`config.mk`:
```
export PLATFORM = sky130hd
export DESIGN_NAME = stx_channel
export DESIGN_NICKNAME = d
export VERILOG_FILES = /design/src/rtl/stx_pkg.sv /design/src/rtl/stx_regs.sv /design/src/rtl/stx_clkgen.sv /design/src/rtl/stx_shift.sv /design/src/rtl/stx_channel.sv
export SDC_FILE = /design/constraint.sdc
export NUM_CORES = 1
export LEC_CHECK = 0
export ABC_AREA = 1
export CORE_UTILIZATION = 35
export DETAILED_ROUTE_END_ITERATION = 8
export GPL_TIMING_DRIVEN = 0
export HOLD_SLACK_MARGIN = 0.03
export SETUP_SLACK_MARGIN = 0.05
export SKIP_CTS_REPAIR_TIMING = 1
export SYNTH_ARGS = -nofsm -noshare
export SYNTH_HDL_FRONTEND = slang
export SYNTH_SLANG_ARGS = --single-unit
```
`constraint.sdc`:
```
create_clock -name clk -period 1.7 [get_ports clk]
set_input_delay 0.255 -clock clk [delete_from_list [all_inputs] [get_ports clk]]
set_output_delay 0.255 -clock clk [all_outputs]
set_load 0.005 [all_outputs]
```
`src/rtl/stx_pkg.sv`:
```
`timescale 1ns/1ps
package stx_pkg;
   typedef enum logic [1:0] {
      RA_CTRL = 2'd0,
      RA_DATA = 2'd1,
      RA_STAT = 2'd2
   } reg_addr_e;

   typedef struct packed {
      logic end_ie;     // bit 3: transmit-end interrupt enable
      logic sync_mode;  // bit 2: synchronous framing
      logic src_hi;     // bit 1: external clock source
      logic src_lo;     // bit 0: clock output in async internal mode
   } ctrl_t;

   localparam int CTRL_W     = $bits(ctrl_t);
   localparam int ST_EMPTY_B = 0;
   localparam int ST_DONE_B  = 1;
endpackage

```
`src/rtl/stx_regs.sv`:
```
`timescale 1ns/1ps
module stx_regs
   import stx_pkg::*;
#(
   parameter int DATA_W = 8
) (
   input  logic              clk,
   input  logic              rst_n,
   input  logic              wr,
   input  logic              rd,
   input  logic [1:0]        addr,
   input  logic [DATA_W-1:0] wdata,
   output logic [DATA_W-1:0] rdata,
   input  logic              take,
   input  logic              fin,
   output ctrl_t             ctrl,
   output logic [DATA_W-1:0] hold_data,
   output logic              pend,
   output logic              irq
);
   initial begin
      assert (DATA_W >= CTRL_W) else $error("stx_regs: DATA_W too small for control field");
   end

   ctrl_t             ctrl_q;
   logic [DATA_W-1:0] data_q;
   logic              empty_q;
   logic              done_q;
   logic              arm_q;

   logic wr_ctrl, wr_data, wr_stat, rd_stat;
   assign wr_ctrl = wr && (addr == RA_CTRL);
   assign wr_data = wr && (addr == RA_DATA);
   assign wr_stat = wr && (addr == RA_STAT);
   assign rd_stat = rd && (addr == RA_STAT);

   always_ff @(posedge clk or negedge rst_n) begin
      if (!rst_n) begin
         ctrl_q <= '0;
         data_q <= '0;
      end else begin
         if (wr_ctrl) ctrl_q <= ctrl_t'(wdata[CTRL_W-1:0]);
         if (wr_data) data_q <= wdata;
      end
   end

   // handshake arm: a status read that sees the empty flag set
   always_ff @(posedge clk or negedge rst_n) begin
      if (!rst_n)       arm_q <= 1'b0;
      else if (wr_stat) arm_q <= 1'b0;
      else if (rd_stat && empty_q) arm_q <= 1'b1;
   end

   always_ff @(posedge clk or negedge rst_n) begin
      if (!rst_n) begin
         empty_q <= 1'b1;
         done_q  <= 1'b1;
      end else begin
         if (take)                                          empty_q <= 1'b1;
         else if (wr_stat && arm_q && !wdata[ST_EMPTY_B])   empty_q <= 1'b0;
         if (fin)                                           done_q  <= 1'b1;
         else if (wr_stat && arm_q && !wdata[ST_DONE_B])    done_q  <= 1'b0;
      end
   end

   always_comb begin
      rdata = '0;
      case (addr)
         RA_CTRL: rdata[CTRL_W-1:0] = ctrl_q;
         RA_DATA: rdata = data_q;
         RA_STAT: begin
            rdata[ST_EMPTY_B] = empty_q;
            rdata[ST_DONE_B]  = done_q;
         end
         default: rdata = '0;
      endcase
   end

   assign ctrl      = ctrl_q;
   assign hold_data = data_q;
   assign pend      = !empty_q;
   assign irq       = ctrl_q.end_ie && done_q;

   // empty flag only falls after an arming read
   p_armed_clear_r8: assert property (@(posedge clk) disable iff (!rst_n)
      $fell(empty_q) |-> $past(arm_q));
   // a byte taken by the shifter frees the holding register
   p_take_frees_r9: assert property (@(posedge clk) disable iff (!rst_n)
      take |=> empty_q);
   // character end with nothing waiting raises the end flag
   p_fin_done_r10: assert property (@(posedge clk) disable iff (!rst_n)
      fin |=> done_q);
endmodule

```
`src/rtl/stx_clkgen.sv`:
```
`timescale 1ns/1ps
module stx_clkgen
   import stx_pkg::*;
#(
   parameter int OVS         = 16,
   parameter int SYNC_STAGES = 2
) (
   input  logic  clk,
   input  logic  rst_n,
   input  ctrl_t ctrl,
   input  logic  busy,
   input  logic  rate_tick,
   input  logic  sck_in,
   output logic  adv,
   output logic  sck_out,
   output logic  sck_oe
);
   localparam int OVS_W = (OVS > 1) ? $clog2(OVS) : 1;

   initial begin
      assert (SYNC_STAGES >= 2) else $error("stx_clkgen: need at least two sync stages");
      assert (OVS >= 2)         else $error("stx_clkgen: oversample factor below 2");
   end

   // external clock synchronizer and edge detect
   logic [SYNC_STAGES-1:0] sy_q;
   logic                   ext_prev_q;
   logic                   ext_lvl, ext_rise, ext_fall;

   always_ff @(posedge clk or negedge rst_n) begin
      if (!rst_n) begin
         sy_q       <= '1;
         ext_prev_q <= 1'b1;
      end else begin
         sy_q       <= {sy_q[SYNC_STAGES-2:0], sck_in};
         ext_prev_q <= ext_lvl;
      end
   end

   assign ext_lvl  = sy_q[SYNC_STAGES-1];
   assign ext_rise = ext_lvl && !ext_prev_q;
   assign ext_fall = !ext_lvl && ext_prev_q;

   // oversample divider on external rising edges
   logic [OVS_W-1:0] ovs_q;
   logic             ovs_wrap;
   assign ovs_wrap = (ovs_q == OVS_W'(OVS - 1));

   generate
      if ((OVS & (OVS - 1)) == 0) begin : g_ovs_pow2
         always_ff @(posedge clk or negedge rst_n) begin
            if (!rst_n)        ovs_q <= '0;
            else if (ext_rise) ovs_q <= ovs_q + 1'b1;
         end
      end else begin : g_ovs_mod
         always_ff @(posedge clk or negedge rst_n) begin
            if (!rst_n)        ovs_q <= '0;
            else if (ext_rise) ovs_q <= ovs_wrap ? '0 : ovs_q + 1'b1;
         end
      end
   endgenerate

   // internal half-bit phase
   logic phase_q;
   always_ff @(posedge clk or negedge rst_n) begin
      if (!rst_n)                         phase_q <= 1'b0;
      else if (ctrl.sync_mode && !busy)   phase_q <= 1'b0;
      else if (rate_tick)                 phase_q <= !phase_q;
   end

   always_comb begin
      if (ctrl.src_hi) adv = ctrl.sync_mode ? ext_fall : (ext_rise && ovs_wrap);
      else             adv = rate_tick && phase_q;
   end

   always_comb begin
      if (ctrl.src_hi) begin
         sck_oe  = 1'b0;
         sck_out = 1'b1;
      end else if (ctrl.sync_mode) begin
         sck_oe  = 1'b1;
         sck_out = busy ? phase_q : 1'b1;
      end else begin
         sck_oe  = ctrl.src_lo;
         sck_out = phase_q;
      end
   end

   // the internal shift clock rests high between bytes
   p_sync_rest_high_r3: assert property (@(posedge clk) disable iff (!rst_n)
      (!ctrl.src_hi && ctrl.sync_mode && !busy) |-> sck_out);
endmodule

```
`src/rtl/stx_shift.sv`:
```
`timescale 1ns/1ps
module stx_shift #(
   parameter int DATA_W = 8
) (
   input  logic              clk,
   input  logic              rst_n,
   input  logic              sync_mode,
   input  logic              adv,
   input  logic              pend,
   input  logic [DATA_W-1:0] pdata,
   output logic              busy,
   output logic              txd,
   output logic              take,
   output logic              fin
);
   localparam int FRAME_W = DATA_W + 2;
   localparam int CNT_W   = $clog2(FRAME_W + 1);

   initial begin
      assert (DATA_W >= 4) else $error("stx_shift: DATA_W below 4");
   end

   logic [FRAME_W-1:0] sh_q;
   logic [CNT_W-1:0]   cnt_q;
   logic               busy_q;
   logic               last;

   assign last = (cnt_q == CNT_W'(1));

   always_comb begin
      if (busy_q) take = pend && adv && last;
      else        take = pend && (sync_mode || adv);
      fin = busy_q && adv && last && !pend;
   end

   always_ff @(posedge clk or negedge rst_n) begin
      if (!rst_n) begin
         sh_q   <= '1;
         cnt_q  <= '0;
         busy_q <= 1'b0;
      end else if (take) begin
         busy_q <= 1'b1;
         if (sync_mode) begin
            sh_q  <= {2'b11, pdata};
            cnt_q <= CNT_W'(DATA_W);
         end else begin
            sh_q  <= {1'b1, pdata, 1'b0};
            cnt_q <= CNT_W'(FRAME_W);
         end
      end else if (busy_q && adv) begin
         sh_q  <= {1'b1, sh_q[FRAME_W-1:1]};
         cnt_q <= cnt_q - 1'b1;
         if (last) busy_q <= 1'b0;
      end
   end

   assign busy = busy_q;
   assign txd  = busy_q ? sh_q[0] : 1'b1;

   // an asynchronous character opens with a low start bit
   p_start_low_r2: assert property (@(posedge clk) disable iff (!rst_n)
      ($rose(busy_q) && !sync_mode) |-> !txd);
   // a finishing character leaves the shifter idle
   p_fin_idle_r10: assert property (@(posedge clk) disable iff (!rst_n)
      fin |=> !busy_q);
endmodule

```
`src/rtl/stx_channel.sv`:
```
`timescale 1ns/1ps
module stx_channel
   import stx_pkg::*;
#(
   parameter int DATA_W      = 8,
   parameter int OVS         = 16,
   parameter int SYNC_STAGES = 2
) (
   input  logic              clk,
   input  logic              rst_n,
   input  logic              reg_wr,
   input  logic              reg_rd,
   input  logic [1:0]        reg_addr,
   input  logic [DATA_W-1:0] reg_wdata,
   output logic [DATA_W-1:0] reg_rdata,
   input  logic              rate_tick,
   input  logic              sck_in,
   output logic              sck_out,
   output logic              sck_oe,
   output logic              txd,
   output logic              irq
);
   ctrl_t             ctrl;
   logic [DATA_W-1:0] hold_data;
   logic              pend, take, fin, busy, adv;

   stx_regs #(.DATA_W(DATA_W)) u_regs (
      .clk(clk), .rst_n(rst_n), .wr(reg_wr), .rd(reg_rd), .addr(reg_addr),
      .wdata(reg_wdata), .rdata(reg_rdata), .take(take), .fin(fin),
      .ctrl(ctrl), .hold_data(hold_data), .pend(pend), .irq(irq)
   );

   stx_clkgen #(.OVS(OVS), .SYNC_STAGES(SYNC_STAGES)) u_clk (
      .clk(clk), .rst_n(rst_n), .ctrl(ctrl), .busy(busy), .rate_tick(rate_tick),
      .sck_in(sck_in), .adv(adv), .sck_out(sck_out), .sck_oe(sck_oe)
   );

   stx_shift #(.DATA_W(DATA_W)) u_shift (
      .clk(clk), .rst_n(rst_n), .sync_mode(ctrl.sync_mode), .adv(adv),
      .pend(pend), .pdata(hold_data), .busy(busy), .txd(txd),
      .take(take), .fin(fin)
   );

   // external source always leaves the pin as an input
   p_ext_input_r4: assert property (@(posedge clk) disable iff (!rst_n)
      ctrl.src_hi |-> !sck_oe);
endmodule

```
; After elaboration in Yosys (flattened, before gate mapping)
; Cells that the tools add are included.
[classes]
addsub = 2
multipliers = 0
n_div = 0
magnitude_cmp = 0
n_eq_ne = 4
n_shift = 0
mux = 29
bitwise = 0
reduce_logical = 36
[ops]
columns = cell, n
row1 = logical AND 1 bit, 20
row2 = 2-to-1 mux 1 bit, 20
row3 = 2-to-1 mux 10 bit, 2
row4 = 2-to-1 mux 4 bit, 3
row5 = nonzero test 2 bit, 6
row6 = 2-to-1 mux 9 bit, 1
row7 = zero test 1 bit, 7
row8 = case mux 2 bit (3 select lines), 1
row9 = "adder 4 x 1 -> 4 bit, second input constant", 1
row10 = "equality test 4 x 1 -> 1 bit, second input constant", 1
row11 = "equality test 4 bit, second input constant", 1
row12 = case mux 2 bit (2 select lines), 1
row13 = "subtractor 4 x 1 -> 4 bit, second input constant", 1
row14 = "equality test 2 x 1 -> 1 bit, second input constant", 1
row15 = "equality test 2 bit, second input constant", 1
row16 = zero test 2 bit, 1
row17 = 2-to-1 mux 2 bit, 1
row18 = AND reduction 2 bit, 1
row19 = logical OR 1 bit, 1
[totals]
regBits = 38
latch_bits = 0
ram_bits = 0
romBits = 0
in_bits = 16
memories = 0

; Logic depth before layout (Yosys ltp)
; Gate-level depths: netlist (run 1).
[depth]
ltp_word = 10
mapped_depth = 12
mapped_depth_nobuf = 12

; Cells and area by module
; Synthesis (run 1) repeated with hierarchy kept, for this count alone.
[hier_totals]
cells_unflattened = 241
area_unflattened_um2 = 1938.1
[by_module_without_submodules]
columns = mod, instances, cells_each, area_per_inst_um2, seq_area_each_um2
row1 = stx_shift, 1, 119, 880.8, 361.6
row2 = stx_regs, 1, 85, 705.7, 377.9
row3 = stx_clkgen, 1, 37, 351.6, 203.9

; Least setup slack after synthesis (run 1)
; OpenSTA, ideal clock, no wires.
[synth_timing]
kind = reg-to-reg
from = register u_clk.sy_q[1]
to = register u_shift.cnt_q[1]
arrival_time_ns = 1.407
required_time_ns = 1.572
path_slack_ns = 0.165
path_stages_with_launch = 11
path_buffers = 1
period_less_slack_ns = 1.535
cell_sequence = dfstp_2 -> inv_1 -> nor2_4 -> nand3_1 -> nand2_2 -> nand3_2 -> nand2_2 -> nand3_4 -> buf_6 -> nand2_1 -> o21ai_2
[synth_via]
elab_chain_len = 8
word_cells_on_any_way = 14
[synth_rtl]
columns = item, line_no
row1 = start: declaration, stx_clkgen.sv:26  ; logic [SYNC_STAGES-1:0] sy_q;
row2 = start signal: assignment, stx_clkgen.sv:35  ; sy_q <= {sy_q[SYNC_STAGES-2:0], sck_in};
row3 = logical AND 1 bit or zero test 1 bit (tied branches), "stx_clkgen.sv:41, stx_clkgen.sv:42"
row4 = "logical AND 1 bit, on equally long branches", "stx_clkgen.sv:72, stx_clkgen.sv:42"
row5 = 2-to-1 mux 1 bit * (2 in a row), stx_clkgen.sv:72  ; if (ctrl.src_hi) adv = ctrl.sync_mode ? ext_fall : (ext_rise && ovs_wrap);
row6 = logical OR 1 bit or logical AND 1 bit (tied branches), "stx_shift.sv:32, stx_shift.sv:31"
row7 = "logical AND 1 bit, on equally long branches", "stx_shift.sv:32, stx_shift.sv:31"
row8 = 2-to-1 mux 1 bit, stx_shift.sv:31  ; if (busy_q) take = pend && adv && last;
row9 = 2-to-1 mux 4 bit or nonzero test 2 bit (tied branches), -
row10 = end signal: assignment, stx_shift.sv:45  ; cnt_q <= CNT_W'(DATA_W);
row11 = end signal: assignment, stx_shift.sv:48  ; cnt_q <= CNT_W'(FRAME_W);
row12 = end signal: assignment, stx_shift.sv:52  ; cnt_q <= cnt_q - 1'b1;
row13 = end: declaration, stx_shift.sv:24  ; logic [CNT_W-1:0] cnt_q;
; Mark *: on every way between the ends. The rest lies on a longest branch, timed or not.
; A chain may end at the register's enable or synchronous reset.

; Worst setup path after layout (run 1)
[layout_timing]
from = register u_regs.ctrl_q, in the netlist u_regs.ctrl[2]
to = output sck_out
[layout_via]
elab_chain_len = 2
[layout_rtl]
columns = item, line_no
row1 = start: declaration, stx_regs.sv:25  ; ctrl_t ctrl_q;
row2 = start signal: assignment, stx_regs.sv:42  ; if (wr_ctrl) ctrl_q <= ctrl_t'(wdata[CTRL_W-1:0]);
row3 = 2-to-1 mux 1 bit, stx_clkgen.sv:80  ; end else if (ctrl.sync_mode) begin
row4 = 2-to-1 mux 1 bit, stx_clkgen.sv:77  ; if (ctrl.src_hi) begin
row5 = end: declaration, stx_channel.sv:18  ; output logic sck_out,
; No other way between the ends.

==> results of run 1 <==
-- how the worst min path moves through the flow --
stage / slack (ns) / end / cells after the start / from
3_3_place_gp: 0.35 / u_clk.sy_q[1] / 0 / u_clk.sy_q[0]
4_1_cts: 0.09 / u_shift.cnt_q[3] / 1 / rst_n
5_1_grt: 0.13 / u_clk.ovs_q[2] / 1 / rst_n
2_1_floorplan: -0.04 / u_clk.ovs_q[0] / 0 / rst_n
3_5_place_dp: 0.35 / u_clk.sy_q[1] / 0 / u_clk.sy_q[0]
6_report: 0.05 / u_clk.ovs_q[2] / 1 / rst_n
-- kinds of logic (layout without fill, tap and decap cells) --
group           after synthesis  count (layout)
fa+ha+maj                     3               3
compound gates               29              29
xor+xnor                      4               4
flops                        37              37
buf+inv                      38              92
simple gates                113             114
mux                           1               1
-- power by group through the flow --
stage          sequential, µW  clock, µW  combinational (µW)
2_1_floorplan            1410          0                 824
3_3_place_gp             1450          0                1130
3_5_place_dp             1460          0                1150
4_1_cts                  1450        644                1160
5_1_grt                  1540        684                1870
6_report                 1500        622                1680
-- metrics by stage --
step	instance area, µm²	setup TNS [ns]	cells	utilization [%]
after floorplan	1890	0	225	-
after global routing	2790	-0.816	350	53.9
after global placement	2250	-16.69	322	43.5
after CTS	2340	-3.57	330	45.2
final	2790	-0.174	350	53.9
after detailed placement	2250	-2.89	322	43.4
-- routing by layer --
| metal | routed length, µm | share of wire, % | up-vias | track usage (%) |
|---|---|---|---|---|
| met5 | 0 | 0 | - | 0 |
| met4 | 65 | 1.4 | 0 | 5.56 |
| met3 | 113 | 2.5 | 6 | 3.70 |
| met2 | 2290 | 51 | 27 | 24.7 |
| met1 | 2060 | 45 | 762 | 22.2 |
| li1 | - | - | 831 | - |
-- placed cells by master (no fill, tap or decap), types with 4 or more instances in the layout --
master           instances
nand2_1                 47
inv_1                   25
dfrtp_1                 23
nand3_2                 22
clkdlybuf4s50_1         16
nor2_1                  15
o21ai_0                 15
buf_4                   14
dfstp_2                 14
dlymetal6s2s_1          10
clkbuf_8                 6
nor2_4                   5
nand3_1                  5
buf_6                    4
nand2_4                  4
a21oi_1                  4
-- flip-flops by register name (all words and copies together), names as in the netlist --
name              flops
u_clk.ext_prev_q      1
u_clk.ovs_q           4
u_clk.phase_q         1
u_clk.sy_q            2
u_regs.arm_q          1
u_regs.ctrl           4
u_regs.done_q         1
u_regs.empty_q        1
u_regs.hold_data      8
u_shift.busy          1
u_shift.cnt_q         4
u_shift.sh_q          9
-- worst register-to-register path: stages, from the launching register on --
cell,delay (ns)
dfrtp_1,0.40
inv_1,0.09
ha_1,0.14
nand2_1,0.05
nor2_1,0.21
nand3_4,0.12
nand2_4,0.12
nand3_4,0.15
buf_6,0.18
nand2_2,0.07
o21ai_2,0.05
-- final cells by class --
type | count | area (µm²)
inverters | 31 | 128
well taps | 70 | 87.6
repair buffers | 46 | 487
clock buffers | 8 | 90.1
multi-input cells | 151 | 971
plain buffers | 7 | 82.6
flip-flops and latches | 37 | 943
fillers | 486 | 2380
==> summary.md, run 1 <==
### Status
• complete, but fails checks — run status
• negative setup slack — violations in the final reports

### Worst setup path
• flip-flop — sort of element at the start of the critical path
• u_shift.cnt_q[1] — startpoint of the lowest-slack register-to-register path
• u_regs.ctrl[2] — critical path launch point
• u_shift.cnt_q[1] — capture instance of the worst register-to-register path
• reg2out — type of the worst setup path
• 0.49 ns — Crit path largest cell delay
• buf_6 -> inv_1 -> nor2_2 -> nor2_1 -> nand2_1 -> clkdlybuf4s50_1 — cell chain of the critical path
• 3 — Crit path buffers/inverters
• 0.01 ns — register-to-register path setup slack
• 1.44 ns — required arrival time at the worst endpoint
• sck_out — worst setup path endpoint
• 5 — critical-path maximum fanout
• clkdlybuf4s50_1 — slowest stage cell, crit path
• 10 — worst reg2reg path depth
• 6 — Critical Path Stages
• output pin — Critical Path Sink Type
• buffers and inverters — top cell family by delay on the critical path
• 1.62 ns — data arrival at the endpoint of the critical path

### STA
• 0.0540 ns — Hold Worst Slack
• 0.534 GHz — f_max
• 0 — hold violation count in the final report
• 1 — Setup-failing EPs final
• 0.00705 ns — worst clock skew
• 110% — period utilisation layout
• 0 — final slew viol count
• true — unrepaired setup endpoints after global routing
• 46.1% — worst rel slew slack
• 0.809 ns — slew at the pin with the worst max-slew slack
• -0.174 ns — worst path setup slack after routing
• 1.87 ns — Final min period

### Logic synthesis
• 49.8% — share of the yosys chip area belonging to registers
• 1.98% — adder and majority gate portion of the synthesized area
• dfrtp_1 — flip-flop cell with the highest count after synthesis
• 0.595% — share of cell area taken by muxes after synthesis
• simple AND/OR/NAND/NOR gates — main combinational cell family by area after synthesis
• dfrtp_1 — dominant cell type by area after synthesis
• 0 — EDFF count, synth
• 49 x nand2_1, 29 x inv_1, 27 x nand3_1 — Post-synth top cells
• 31 — synth unique cells
• 27.6% — area fraction in and, or, nand and nor cells after synthesis
• 0.00189 mm² — post-synthesis cell area
• 37 — Yosys reg bits
• 1.85% — xor-xnor portion of the synthesized cell area
• 8.79% — share of the synthesized area in compound gates (AO/OA/AOI/OAI)
• 0 — Yosys warnings
• 100% — Async SR Flop Fraction
• 30.4% — share of Yosys cell area claimed by the top area cell type
• 8.41 µm² — synthesized area per cell
• nand2_1 — most frequently used cell type in the post-synthesis netlist
• 244 — Synthesized Nets
• 225 — synthesized netlist cell count
• dfrtp_1 30%, dfstp_2 19%, nand2_1 9.7% — largest cells by area after synthesis

### Pwr
• 16.3% — share of total power in the clock network
• 44.2% — Logic pwr share
• 36.2% — switching portion of total power
• 2430 µW — internal power component
• 1380 µW — Switch Pwr
• 39.4% — power share of the sequential group
• 3810 µW — power consumption
• 1360 mW/mm² — power density over the cells
• 0.000722 V — Peak VDD IR
• 0.00141 µW — leakage component of the power

### Global route
• 0 — global-route congestion overflow total
• 1453 — via count of the first global-routing pass
• 16.0% — Total GRT Usage
• 6.72 mm — first-pass GRT wire length
• 38 — maximum number of pins on one net before global-route repair
• 0 — antenna violations before repair

### Routing
• 53 — number of violations reported at the end of detailed-routing iteration 0
• 0 — Post-route DRC
• 4.65 — Vias per Instance
• 1626 — total via count in the routed design
• 4 — First-pass DRT Iterations
• 12.9 µm — average detailed-routed wire length per instance
• 0 — antenna violation net count after detailed routing
• 4.53 mm — sum of routed wire length over all layers

### Placed design
• 2.84 mm — Detailed Place HPWL
• 0.815 — final weighted congestion in routability-driven placement
• -0.433 ns — pre-CTS worst setup slack
• 27 — number of port buffers

### Final layout
• 298 — Nets
• 34.6% — layout cell share with drive strength beyond 1
• 0 — ant diodes
• 47.3% — area growth from synthesis to final layout

### Clocking
• 5 — total CTS buffers
• 2 — Clock H-tree levels
• yes — TritonCTS clock tree
• clkbuf_8 — Root Driver
• 0.28 ns — clock insertion delay at the later pin of the skew report
• 37 — CTS sink cnt
• 0.07 ns — clock-pin slew reported for the worst setup and hold paths after clock tree synthesis
• 2 — largest buffer count on any clock path

### Floorplan
• 26 — number of cell rows
• 0.00517 mm² — Std-Cell Core Area
• 75.5 µm — Chip Height
• 36.6% — initial cell density of the core
• 75.5 µm — width of the die
• 0.00571 mm² — Die Outline Area
• 28 — number of ports placed on the die boundary

### Flow run
• 0 — max-cap violations

### Hold path
• in2async — type of the tightest min-delay check

No activity file was read; power rests on OpenSTA's default activity.
==> run 2: changes to the inputs <==
--- a/config.mk
+++ b/config.mk
@@ -6,12 +6,14 @@
 export NUM_CORES = 1
 export LEC_CHECK = 0
 export ABC_AREA = 1
+export CORE_MARGIN = 2
 export CORE_UTILIZATION = 35
 export DETAILED_ROUTE_END_ITERATION = 8
 export GPL_TIMING_DRIVEN = 0
 export HOLD_SLACK_MARGIN = 0.03
 export SETUP_SLACK_MARGIN = 0.05
 export SKIP_CTS_REPAIR_TIMING = 1
+export SLEW_MARGIN = 10
 export SYNTH_ARGS = -nofsm -noshare
 export SYNTH_HDL_FRONTEND = slang
 export SYNTH_SLANG_ARGS = --single-unit
==> run 2 against run 1 <==
Against the previous run: global-route usage shrank 0.90 points; worst setup slack gained 0.25 ns; critical endpoint is now u_shift.cnt_q[1]; the flow now finishes without violations; clock skew is 0.0010 ns lower; wire length shrank 0.49%; hold slack better by 0.30 ns; count of clock-buffer cells in the layout fell by 2; sequential power barely moved.
==> summary.md, run 2 (synthesis results as in run 1) <==
### Global route
• 7.19 mm — first-pass GRT wire length
• 1553 — via count of the first global-routing pass
• 15.1% — Total GRT Usage
• 0 — antenna violations before repair
• 30 — maximum number of pins on one net before global-route repair
• 0 — global-route congestion overflow total

### STA
• 73.0% — worst rel slew slack
• 0.615 GHz — f_max
• 0 — hold violation count in the final report
• 0.404 ns — slew at the pin with the worst max-slew slack
• 1.62 ns — Final min period
• 0.00602 ns — worst clock skew
• 0.0752 ns — worst path setup slack after routing
• 0 — Setup-failing EPs final
• 95.6% — period utilisation layout
• true — unrepaired setup endpoints after global routing
• 0 — final slew viol count
• 0 ns — Post-Route Setup TNS

### Clocking
• 5 — total CTS buffers
• 0.29 ns — clock insertion delay at the later pin of the skew report
• 0.08 ns — clock-pin slew reported for the worst setup and hold paths after clock tree synthesis
• 37 — CTS sink cnt
• 2 — Clock H-tree levels
• clkbuf_8 — Root Driver
• yes — TritonCTS clock tree
• 2 — largest buffer count on any clock path

### Hold path
• in2async — type of the tightest min-delay check

### Final layout
• 9 — Largest register FFs
• nand2_1 — most common library cell in the layout ignoring fill and taps
• 295 — Nets
• 481 — number of fillers in the final layout
• 48 x nand2_1, 24 x inv_1, 22 x dfrtp_1 — top library cells by usage in the layout, fill and taps aside
• 44.1% — area growth from synthesis to final layout
• 52.7% — post-layout util
• 347 — number of non-filler instances in the completed layout
• 30.7% — layout cell share with drive strength beyond 1
• 0 — ant diodes
• u_shift.sh_q — top register by number of flip-flops

### Status
• finished, final reports clean — run status

### Floorplan
• 0.00601 mm² — Die Outline Area
• 77.5 µm — Chip Height
• 77.5 µm — width of the die
• 0.00517 mm² — Std-Cell Core Area
• 26 — number of cell rows
• 28 — number of ports placed on the die boundary
• 36.6% — initial cell density of the core

### Pwr
• 2450 µW — internal power component
• 0.000648 V — Peak VDD IR
• 35.2% — switching portion of total power
• 39.4% — Logic pwr share
• 0.00140 µW — leakage component of the power
• 1330 µW — Switch Pwr
• 21.3% — share of total power in the clock network
• 1390 mW/mm² — power density over the cells
• 39.4% — power share of the sequential group

### Worst setup path
• u_shift.cnt_q[1] — capture instance of the worst register-to-register path
• reg2reg — type of the worst setup path
• inv_2 -> nor2_4 -> nand3_2 -> nand2_4 -> nand3_4 -> nand2_4 -> nand3_4 -> buf_6 -> nand2_4 -> o21ai_2 — cell chain of the critical path
• 10 — worst reg2reg path depth
• 5 — critical-path maximum fanout
• flip-flop — sort of element at the start of the critical path
• 1.89 ns — required arrival time at the worst endpoint
• 0.54 ns — Crit path largest cell delay
• 2 — Crit path buffers/inverters
• u_clk.sy_q[1] — critical path launch point
• dfstp_2 — slowest stage cell, crit path
• 0.08 ns — register-to-register path setup slack
• simple AND/OR/NAND/NOR gates — top cell family by delay on the critical path
• 1.81 ns — data arrival at the endpoint of the critical path
• nand2_4 — most used cell along the critical path
• u_clk.sy_q[1] — startpoint of the lowest-slack register-to-register path
• flip-flop — Critical Path Sink Type

### Placed design
• 323 — Cells after DPL
• 2.99 mm — Detailed Place HPWL
• 27 — number of port buffers
• 0.813 — final weighted congestion in routability-driven placement
• -0.445 ns — pre-CTS worst setup slack

### Routing
• 0 — antenna violation net count after detailed routing
• 1651 — total via count in the routed design
• 0 — Post-route DRC
• 4 — First-pass DRT Iterations
• 13.0 µm — average detailed-routed wire length per instance
• 67 — number of violations reported at the end of detailed-routing iteration 0
• 4.76 — Vias per Instance
• 4.51 mm — sum of routed wire length over all layers

### Flow run
• 0 — max-cap violations

-- run 2: stage by stage --
stage               power (µW)  hold slack (ns)  cell area, µm²
floorplan                 2230          -0.0406            1890
CTS                       3440           -0.186            2390
finish                    3780            0.357            2730
global route              4060            0.362            2730
detailed placement        2630            0.131            2270
global placement          2580            0.347            2250
-- run 2: how the worst max path moves through the flow --
stage                     cells past startpoint                   to
final                                        10     u_shift.cnt_q[1]
after global routing                         11      u_shift.sh_q[2]
after CTS                                     5               sck_oe
after detailed placement                      6         reg_rdata[3]
after global placement                        1  u_regs.hold_data[7]
after floorplan                              10     u_shift.cnt_q[1]
-- run 2: routing by layer --
metal	wire length [µm]	GRT usage [%]	part of all wire (%)	vias up
met5	0	0	0	-
met4	97	6.79	2.2	0
met3	154	3.26	3.4	9
met2	2210	23.4	49	42
met1	2040	20.3	45	770
li1	-	-	-	830
-- run 2: cell type report --
type | instances | area (µm²) | area share, %
timing repair buffer | 43 | 458 | 16.8
tap | 70 | 87.6 | 3.21
buffer | 7 | 78.8 | 2.89
multi-input combinational | 151 | 913 | 33.5
clock buffer | 6 | 82.6 | 3.03
sequential | 37 | 945 | 34.6
inverter | 31 | 125 | 4.59
clock inverter | 2 | 37.5 | 1.38
-- run 2: power groups by stage --
stage | sequential, µW | combinational [µW] | clock (µW)
after global placement | 1450 | 1130 | 0
after CTS | 1450 | 1170 | 820
after global routing | 1530 | 1660 | 864
after floorplan | 1410 | 824 | 0
final | 1490 | 1490 | 804
after detailed placement | 1460 | 1160 | 0
==> run 3: changes to the inputs <==
--- a/config.mk
+++ b/config.mk
@@ -11,6 +11,7 @@
 export DETAILED_ROUTE_END_ITERATION = 8
 export GPL_TIMING_DRIVEN = 0
 export HOLD_SLACK_MARGIN = 0.03
+export PLACE_DENSITY = 0.58
 export SETUP_SLACK_MARGIN = 0.05
 export SKIP_CTS_REPAIR_TIMING = 1
 export SLEW_MARGIN = 10
==> run 3 against run 2 <==
Against the previous run: sequential power is essentially flat; highest routed layer unchanged; critical path type is now reg2out; core utilization grew 2.3 points; fmax shrank 3.3%; largest cell class is now multi-input combinational cells; largest power group is now combinational cells; die area is the same.
==> summary.md, run 3 (synthesis results as in run 1) <==
### Floorplan
• 0.00517 mm² — Std-Cell Core Area
• 36.6% — initial cell density of the core
• 28 — number of ports placed on the die boundary
• 77.5 µm — Chip Height
• 77.5 µm — width of the die
• 26 — number of cell rows
• 0.00601 mm² — Die Outline Area

### Placed design
• 0.00227 mm² — Cell Area, Placed
• 27 — number of port buffers
• 0.859 — final weighted congestion in routability-driven placement
• -0.430 ns — pre-CTS worst setup slack
• 3.02 mm — Detailed Place HPWL

### Worst setup path
• flip-flop — sort of element at the start of the critical path
• 11 — worst reg2reg path depth
• reg2out — type of the worst setup path
• 0.06 ns — register-to-register path setup slack
• 1.44 ns — required arrival time at the worst endpoint
• u_shift.cnt_q[1] — capture instance of the worst register-to-register path
• 3 — critical-path maximum fanout
• u_regs.ctrl[2] — startpoint of the lowest-slack register-to-register path
• output pin — Critical Path Sink Type
• 1.43 ns — data arrival at the endpoint of the critical path

### Pwr
• 3840 µW — power consumption
• 1350 mW/mm² — power density over the cells
• 0.00144 µW — leakage component of the power
• 0.000514 V — Peak VDD IR

### STA
• 73.8% — worst rel slew slack
• 0.393 ns — slew at the pin with the worst max-slew slack
• 0 — final slew viol count
• 0.00204 ns — worst clock skew
• 0 — hold violation count in the final report
• 1.68 ns — Final min period
• 0.368 ns — Hold Worst Slack
• 0.595 GHz — f_max
• 0.0196 ns — worst path setup slack after routing
• 98.8% — period utilisation layout
• 0 — Setup-failing EPs final
• true — unrepaired setup endpoints after global routing

### Clocking
• yes — TritonCTS clock tree
• 0.07 ns — clock-pin slew reported for the worst setup and hold paths after clock tree synthesis
• 2 — largest buffer count on any clock path
• 37 — CTS sink cnt
• 5 — total CTS buffers
• 2 — Clock H-tree levels
• 0.29 ns — clock insertion delay at the later pin of the skew report
• clkbuf_8 — Root Driver

### Global route
• 0 — antenna violations before repair
• 25.4% — grt met2 use
• 7.33 mm — first-pass GRT wire length
• 28 — maximum number of pins on one net before global-route repair
• 1583 — via count of the first global-routing pass
• met2 — most used routing layer
• 15.5% — Total GRT Usage
• 3.84% — fraction of met3 tracks used by global routing
• 0 — global-route congestion overflow total
• 20.1% — fraction of met1 tracks used by global routing

### Final layout
• nand2_1 — most common library cell in the layout ignoring fill and taps
• 490 — number of fillers in the final layout
• 300 — Nets
• 55.0% — post-layout util
• 50.4% — area growth from synthesis to final layout
• u_shift.sh_q — top register by number of flip-flops
• 0 — ant diodes
• 0.00100 mm² — multi-input gate area in the final layout
• 45 x nand2_1, 23 x dfrtp_1, 22 x inv_1 — top library cells by usage in the layout, fill and taps aside
• 9 — Largest register FFs
• 943 µm² — register cell area after layout
• 0.00285 mm² — final design instance area without fill
• 37.2% — layout cell share with drive strength beyond 1

### Routing
• 4 — First-pass DRT Iterations
• 4.76 — Vias per Instance
• 1677 — total via count in the routed design
• 13.4 µm — average detailed-routed wire length per instance
• 0 — antenna violation net count after detailed routing
• 4.73 mm — sum of routed wire length over all layers
• 45 — number of violations reported at the end of detailed-routing iteration 0
• 0 — Post-route DRC

### Flow run
• 0 — max-cap violations

### Status
• finished, final reports clean — run status

### Hold path
• in2async — type of the tightest min-delay check

## run 3: changes by cell type in the layout (fill, tap and decap cells not counted), sizes merged
cell          previous run  this run
buf                     21        27
clkbuf                   8        11
dlymetal6s2s            13        11
bufinv                   1         0
clkinvlp                 2         1
## run 3: stage by stage
| step | instances | setup TNS [ns] |
|---|---|---|
| 2_1_floorplan | 225 | 0 |
| 3_3_place_gp | 322 | -18.20 |
| 3_5_place_dp | 323 | -3.09 |
| 4_1_cts | 331 | -3.58 |
| 5_1_grt | 352 | -0.427 |
| 6_report | 352 | 0 |
## run 3: how the worst max path moves through the flow
| stage | startpoint | slack, ns | cells after the start | endpoint |
|---|---|---|---|---|
| 2_1_floorplan | u_clk.sy_q[1] | 0.17 | 10 | u_shift.cnt_q[1] |
| 3_3_place_gp | rst_n | -0.55 | 1 | u_regs.hold_data[5] |
| 3_5_place_dp | reg_addr[0] | -0.43 | 6 | reg_rdata[1] |
| 4_1_cts | u_regs.ctrl[2] | -0.54 | 5 | sck_oe |
| 5_1_grt | u_regs.ctrl[2] | -0.07 | 6 | reg_rdata[2] |
| 6_report | u_regs.ctrl[2] | 0.02 | 6 | reg_rdata[2] |
## run 3: layout make-up
type	instances	share of cell area (%)
clock buffer	8	3.16
buffer	7	2.90
tap	70	3.08
multi-input combinational	151	35.2
sequential	37	33.1
inverter	31	4.48
timing repair buffer	48	18.1
## run 3: worst max-delay path, cell delays in order (launching register included)
cell and delay [ns]:
dfrtp_1 0.36, buf_6 0.11, buf_4 0.12, clkinvlp_4 0.12, buf_6 0.14, o22ai_2 0.15
buf_2 0.14
## run 3: report_power, final
part	internal, µW	switching [µW]	leakage, µW	total, µW
Combinational	821	866	0.000971	1690
Sequential	1260	246	0.000420	1500
Clock	331	321	0.0000455	652
## run 3: routing by layer
metal  vias to the layer above  routed length (µm)
li1                        838                   -
met1                       806                2170
met2                        27                2360
met3                         6                 142
met4                         0                  52
met5                         -                   0
